<file path="config.mk">
export PLATFORM = sky130hd
export DESIGN_NAME = pmc_timer
export DESIGN_NICKNAME = d
export VERILOG_FILES = /design/src/rtl/pmc_timer.sv
export SDC_FILE = /design/constraint.sdc
export NUM_CORES = 1
export LEC_CHECK = 0
export BUFFER_PORTS_ARGS = -buffer_cell sky130_fd_sc_hd__buf_2
export CAP_MARGIN = 30
export CORE_MARGIN = 8
export CORE_UTILIZATION = 50
export CTS_CLUSTER_DIAMETER = 80
export DETAILED_ROUTE_END_ITERATION = 8
export PLACE_DENSITY = 0.79
export RECOVER_POWER = 25
export SYNTH_ARGS = -nofsm -noshare
export SYNTH_HDL_FRONTEND = slang
export SYNTH_SLANG_ARGS = --single-unit
</file>
<file path="constraint.sdc">
create_clock -name clk -period 5.2 [get_ports clk]
set_clock_uncertainty 0.05 [all_clocks]
set_input_delay 0.52 -clock clk [delete_from_list [all_inputs] [get_ports clk]]
set_output_delay 0.52 -clock clk [all_outputs]
set_load 0.05 [all_outputs]
</file>
<file path="src/rtl/pmc_timer.sv">
module pmc_timer #(
  parameter int CW = 32
) (
  input  logic            clk,
  input  logic            rst_n,
  input  logic            wr_en,
  input  logic [3:0]      wr_addr,
  input  logic [CW-1:0]   wr_data,
  input  logic [3:0]      cap_in,
  output logic [CW-1:0]   count,
  output logic [4*CW-1:0] cap_val,
  output logic [3:0]      match_out,
  output logic [7:0]      flags,
  output logic            irq
);
  localparam int NCH = 4;

  logic          run, hold;
  logic [1:0]    mode, sel;
  logic [CW-1:0] psc, pc;
  logic [11:0]   mctl, cctl;
  logic [7:0]    oact;
  logic [CW-1:0] mr [NCH];
  logic [NCH-1:0] s1, s2, s3, rise, fall, mhit, cap_hit, rst_en, stop_en;
  logic ev, tick, do_rst, do_stop;
  logic [7:0] clr, ien;

  wire wr_ctl  = wr_en && wr_addr == 4'd0;
  wire wr_ext  = wr_en && wr_addr == 4'd4;
  wire wr_flag = wr_en && wr_addr == 4'd6;

  assign rise = s2 & ~s3;
  assign fall = ~s2 & s3;

  always_comb begin
    case (mode)
      2'd0:    ev = run;
      2'd1:    ev = run & rise[sel];
      2'd2:    ev = run & fall[sel];
      default: ev = run & (rise[sel] | fall[sel]);
    endcase
  end

  assign tick    = ev && (pc == psc);
  assign do_rst  = |(mhit & rst_en);
  assign do_stop = |(mhit & stop_en);
  assign clr     = wr_flag ? wr_data[7:0] : 8'd0;
  assign irq     = |(flags & ien);

  for (genvar i = 0; i < NCH; i++) begin : g_ch
    assign rst_en[i]  = mctl[3*i+1];
    assign stop_en[i] = mctl[3*i+2];
    assign ien[i]     = mctl[3*i];
    assign ien[4+i]   = cctl[3*i+2];
    assign mhit[i]    = tick && (count == mr[i]);
    assign cap_hit[i] = (cctl[3*i] & rise[i]) | (cctl[3*i+1] & fall[i]);

    always_ff @(posedge clk or negedge rst_n) begin
      if (!rst_n) begin
        mr[i]                <= '0;
        cap_val[i*CW +: CW]  <= '0;
        match_out[i]         <= 1'b0;
      end else begin
        if (wr_en && wr_addr == 4'(8 + i)) mr[i] <= wr_data;
        if (cap_hit[i]) cap_val[i*CW +: CW] <= count;
        if (wr_ext) match_out[i] <= wr_data[8+i];
        else if (mhit[i]) begin
          case (oact[2*i +: 2])
            2'd1:    match_out[i] <= 1'b0;
            2'd2:    match_out[i] <= 1'b1;
            2'd3:    match_out[i] <= ~match_out[i];
            default: match_out[i] <= match_out[i];
          endcase
        end
      end
    end
  end

  always_ff @(posedge clk or negedge rst_n) begin
    if (!rst_n) begin
      s1 <= '0; s2 <= '0; s3 <= '0;
    end else begin
      s1 <= cap_in; s2 <= s1; s3 <= s2;
    end
  end

  always_ff @(posedge clk or negedge rst_n) begin
    if (!rst_n) begin
      run <= 1'b0; hold <= 1'b0;
      mode <= '0; sel <= '0; psc <= '0;
      mctl <= '0; cctl <= '0; oact <= '0;
    end else begin
      if (wr_ctl) begin
        run  <= wr_data[0];
        hold <= wr_data[1];
      end
      if (do_stop) run <= 1'b0;
      if (wr_en && wr_addr == 4'd1) begin
        mode <= wr_data[1:0];
        sel  <= wr_data[3:2];
      end
      if (wr_en && wr_addr == 4'd2) psc  <= wr_data;
      if (wr_en && wr_addr == 4'd3) mctl <= wr_data[11:0];
      if (wr_ext)                   oact <= wr_data[7:0];
      if (wr_en && wr_addr == 4'd5) cctl <= wr_data[11:0];
    end
  end

  always_ff @(posedge clk or negedge rst_n) begin
    if (!rst_n) begin
      count <= '0;
      pc    <= '0;
    end else if (hold) begin
      count <= '0;
      pc    <= '0;
    end else if (ev) begin
      if (tick) begin
        pc <= '0;
        if (do_rst)       count <= '0;
        else if (!do_stop) count <= count + 1'b1;
      end else begin
        pc <= pc + 1'b1;
      end
    end
  end

  always_ff @(posedge clk or negedge rst_n) begin
    if (!rst_n) flags <= '0;
    else        flags <= (flags & ~clr) | {cap_hit, mhit};
  end
endmodule


</file>
==> results.py <==
metrics = {
    "logic_synthesis": {
        "synth-warning-count": 0,
        "synth_edf_count": 0,
        "synth_area_leaders": "dfrtp_1 (55%), mux2_2 (19%), xnor2_1 (6.9%)",
        "yosysTopAreaCell": "dfrtp_1",
        "yosysTopAreaCellShare_pct": 55.5,
        "avgSynthCellArea_um2": 12.6,
        "synth-main-ff-cell": "dfrtp_1",
        "syn_nets": 1526,
        "synthesis.instances": 1478,
        "synthArstFlopShare_pct": 100,
        "synthesis.area_um2": 18700,
        "yosysUniqueCellTypes": 55,
        "synth_seq_area_share_pct": 55.5,
        "ys_ff_latch": 414,
    },
    "floorplanning": {
        "die_y_um": 209,
        "die_w_um": 209,
        "start_util_pct": 50.9,
        "rows": 70,
        "dieArea_um2": 43800,
        "io_pins": 216,
        "core_um2": 36700,
    },
    "setup_path": {
        "crit_arrival_ns": 4.69,
        "crit_path_start_kind": "flip-flop",
        "crit_type": "reg -> reg",
        "cp.required_ns": 5.63,
        "critPathLaunch": "count[23]",
        "path_max_fanout": 21,
        "crit_path_end": "count[17]",
        "r2r-end": "count[17]",
        "r2r_slack_ns": 0.94,
        "reg2reg_from": "count[23]",
        "cp-end-kind": "flip-flop",
        "reg2reg_depth": 8,
    },
    "grt": {
        "grt_pass1_wl_um": 81800,
        "overflow": 0,
        "grt_use_total_pct": 24.0,
        "grt_start_max_net_pins": 118,
        "grt_pass1_vias": 13500,
        "antenna_found_initial": 1,
    },
    "final_layout": {
        "drive_gt1_share_pct": 37.6,
        "num_antenna_cells": 0,
        "syn_to_final_growth_pct": 16.0,
        "nNetsFinal": 1715,
        "stdcell_area_um2": 21700,
        "postLayoutCoreUtil_pct": 59.0,
    },
    "clock_tree": {
        "cts.path.max_buffers": 3,
        "cts_setup_buffers": 0,
        "cts_tree": "built",
        "htreeDepth": 2,
        "clk_latency_ns": 0.56,
        "cts_root_buf": "clkbuf_16",
        "cts_sinks": 414,
        "cts_resized": 0,
        "cts_hold_buf": 1,
        "clkTransAtPathRegs_ns": 0.06,
        "cts_inserted_buffers": 44,
    },
    "sta": {
        "layout_worst_path_cycle_share_pct": 82.0,
        "drv_slew": 318,
        "hold_viol": 0,
        "relSlewSlack_pct": -57.9,
        "rsz0062_at_grt": "false",
        "fin_setup_tns_ns": 0,
        "timing.fmax_mhz": 235,
        "setup_viol": 0,
        "layout_min_cycle_time_ns": 4.26,
        "tightest_slew_ns": 2.37,
    },
    "placement": {
        "portBuffers": 215,
        "dpl_cell_area_um2": 20100,
        "place.gp.congestion": 0.900,
        "dp_hpwl_um": 36200,
    },
    "routing": {
        "detail-route-antenna-nets": 0,
        "via_count": 12600,
        "drt-pass1-iter-count": 5,
        "wl_per_cell_um": 24.5,
        "postRouteWirelength_um": 53200,
        "via_per_inst": 5.83,
        "dr.first_iter.drc_count": 1089,
        "drc_errors": 0,
    },
    "run_status": {
        "status": "finished, violations left",
        "violations": "max-capacitance violations, max-slew violations",
    },
    "min_path": {
        "hp-class": "in -> reg",
    },
    "power": {
        "power_mw": 8.44,
        "leakagePower_nw": 9.99,
        "vdd_ir_drop_max_mv": 0.235,
        "powerDensity_nw_per_um2": 390,
    },
    "flow_run": {
        "drv_cap": 8,
    },
}
placed cells by master (no fill, tap or decap), types with 6 or more instances in the layout:
cell type,synthesis,layout
buf_4,3,8
mux2_2,322,322
and3_1,15,15
clkinv_2,0,11
nand4_1,49,49
xor2_1,48,48
dfrtp_1,414,414
nor2_1,58,55
xnor2_1,147,147
bufinv_16,0,6
nand2b_1,8,8
a21o_1,6,6
buf_2,38,211
a31oi_1,6,6
clkbuf_8,0,8
or3b_1,6,6
o21ai_0,33,33
inv_1,25,25
nor3_1,18,18
or3_1,18,18
nand2_1,60,60
a21oi_1,30,30
nor4_1,16,16
nand3_1,27,27
clkbuf_16,0,44
clkbuf_1,40,16
nand3b_1,10,10
layer usage:
layer	GRT usage (%)	up-vias	part of all wire (%)
met2	39.2	452	48
met3	4.87	105	6.2
li1	-	5543	-
met4	8.02	2	2.9
met5	0	-	0.024
met1	31.7	6541	43
registers in the layout, summed over array words and instances (netlist names), 4 cells and up:
name and flops:
cap_val 128, mr 128, count 32, pc 32, psc 32, cctl 12
mctl 12, flags 8, oact 8, match_out 4, s1 4, s2 4
s3 4
cell families after synthesis:
family	after synthesis	share of synthesized area [%]
mux	323	19.5
buf+inv	117	2.75
simple gates	316	9.10
flops	414	55.5
fa+ha+maj	5	0.335
compound gates	108	3.73
xor+xnor	195	9.15
where the power goes:
part / leakage (nW) / internal (mW) / total, mW / switching (mW)
clock: 0.755 / 1.98 / 3.28 / 1.30
sequential: 5.38 / 3.61 / 3.89 / 0.282
combinational: 3.86 / 0.598 / 1.26 / 0.666
metrics by stage:
stage	cells	hold WS, ns	setup WS (ns)
CTS	2168	0.00618	1.02
detailed placement	2087	0.286	1.09
finish	2169	0.0276	0.938
floorplan	1478	0.174	2.38
global route	2169	0.00619	0.749
global placement	2086	0.284	1.02
how the worst min path moves through the flow:
| stage | startpoint | end | slack (ns) | cells after the start |
|---|---|---|---|---|
| 5_1_grt | cap_in[2] | s1[2] | 0.006 | 1 |
| 2_1_floorplan | rst_n | cap_val[0] | 0.17 | 0 |
| 4_1_cts | cap_in[2] | s1[2] | 0.006 | 1 |
| 3_5_place_dp | s1[3] | s2[3] | 0.29 | 0 |
| 3_3_place_gp | s1[0] | s2[0] | 0.28 | 0 |
| 6_report | cap_in[1] | s1[1] | 0.03 | 1 |
layout make-up:
class / count / area (um^2)
Fill cell: 2876 / 15000
Clock buffer: 57 / 1230
Tap cell: 468 / 586
Multi-Input combinational cell: 947 / 7850
Timing Repair Buffer: 235 / 1230
Inverter: 25 / 93.8
Clock inverter: 23 / 307
Sequential cell: 414 / 10400
cells in the mapped netlist, drive strengths merged (3+ instances only):
| library cell | instances |
|---|---|
| a21boi | 6 |
| a21o | 6 |
| a21oi | 31 |
| a22oi | 4 |
| a31oi | 8 |
| and2 | 5 |
| and3 | 15 |
| and4 | 5 |
| buf | 52 |
| clkbuf | 40 |
| dfrtp | 414 |
| ha | 5 |
| inv | 25 |
| mux2 | 322 |
| nand2 | 60 |
| nand2b | 8 |
| nand3 | 30 |
| nand3b | 10 |
| nand4 | 50 |
| nor2 | 58 |
| nor2b | 4 |
| nor3 | 18 |
| nor4 | 16 |
| o21ai | 35 |
| o311ai | 3 |
| o31ai | 3 |
| or2 | 3 |
| or3 | 18 |
| or3b | 6 |
| or4 | 5 |
| xnor2 | 147 |
| xor2 | 48 |
critical path, cell delays in order, from the launching register on:
cell	delay [ns]
dfrtp_1	0.90
xnor2_1	0.24
nand4_1	0.13
nor4_1	0.80
nand3_1	0.27
o2111a_1	0.58
a31oi_1	0.79
o21ai_0	0.23
a21oi_1	0.19
Note: power is estimated with default switching activity, not from simulation.
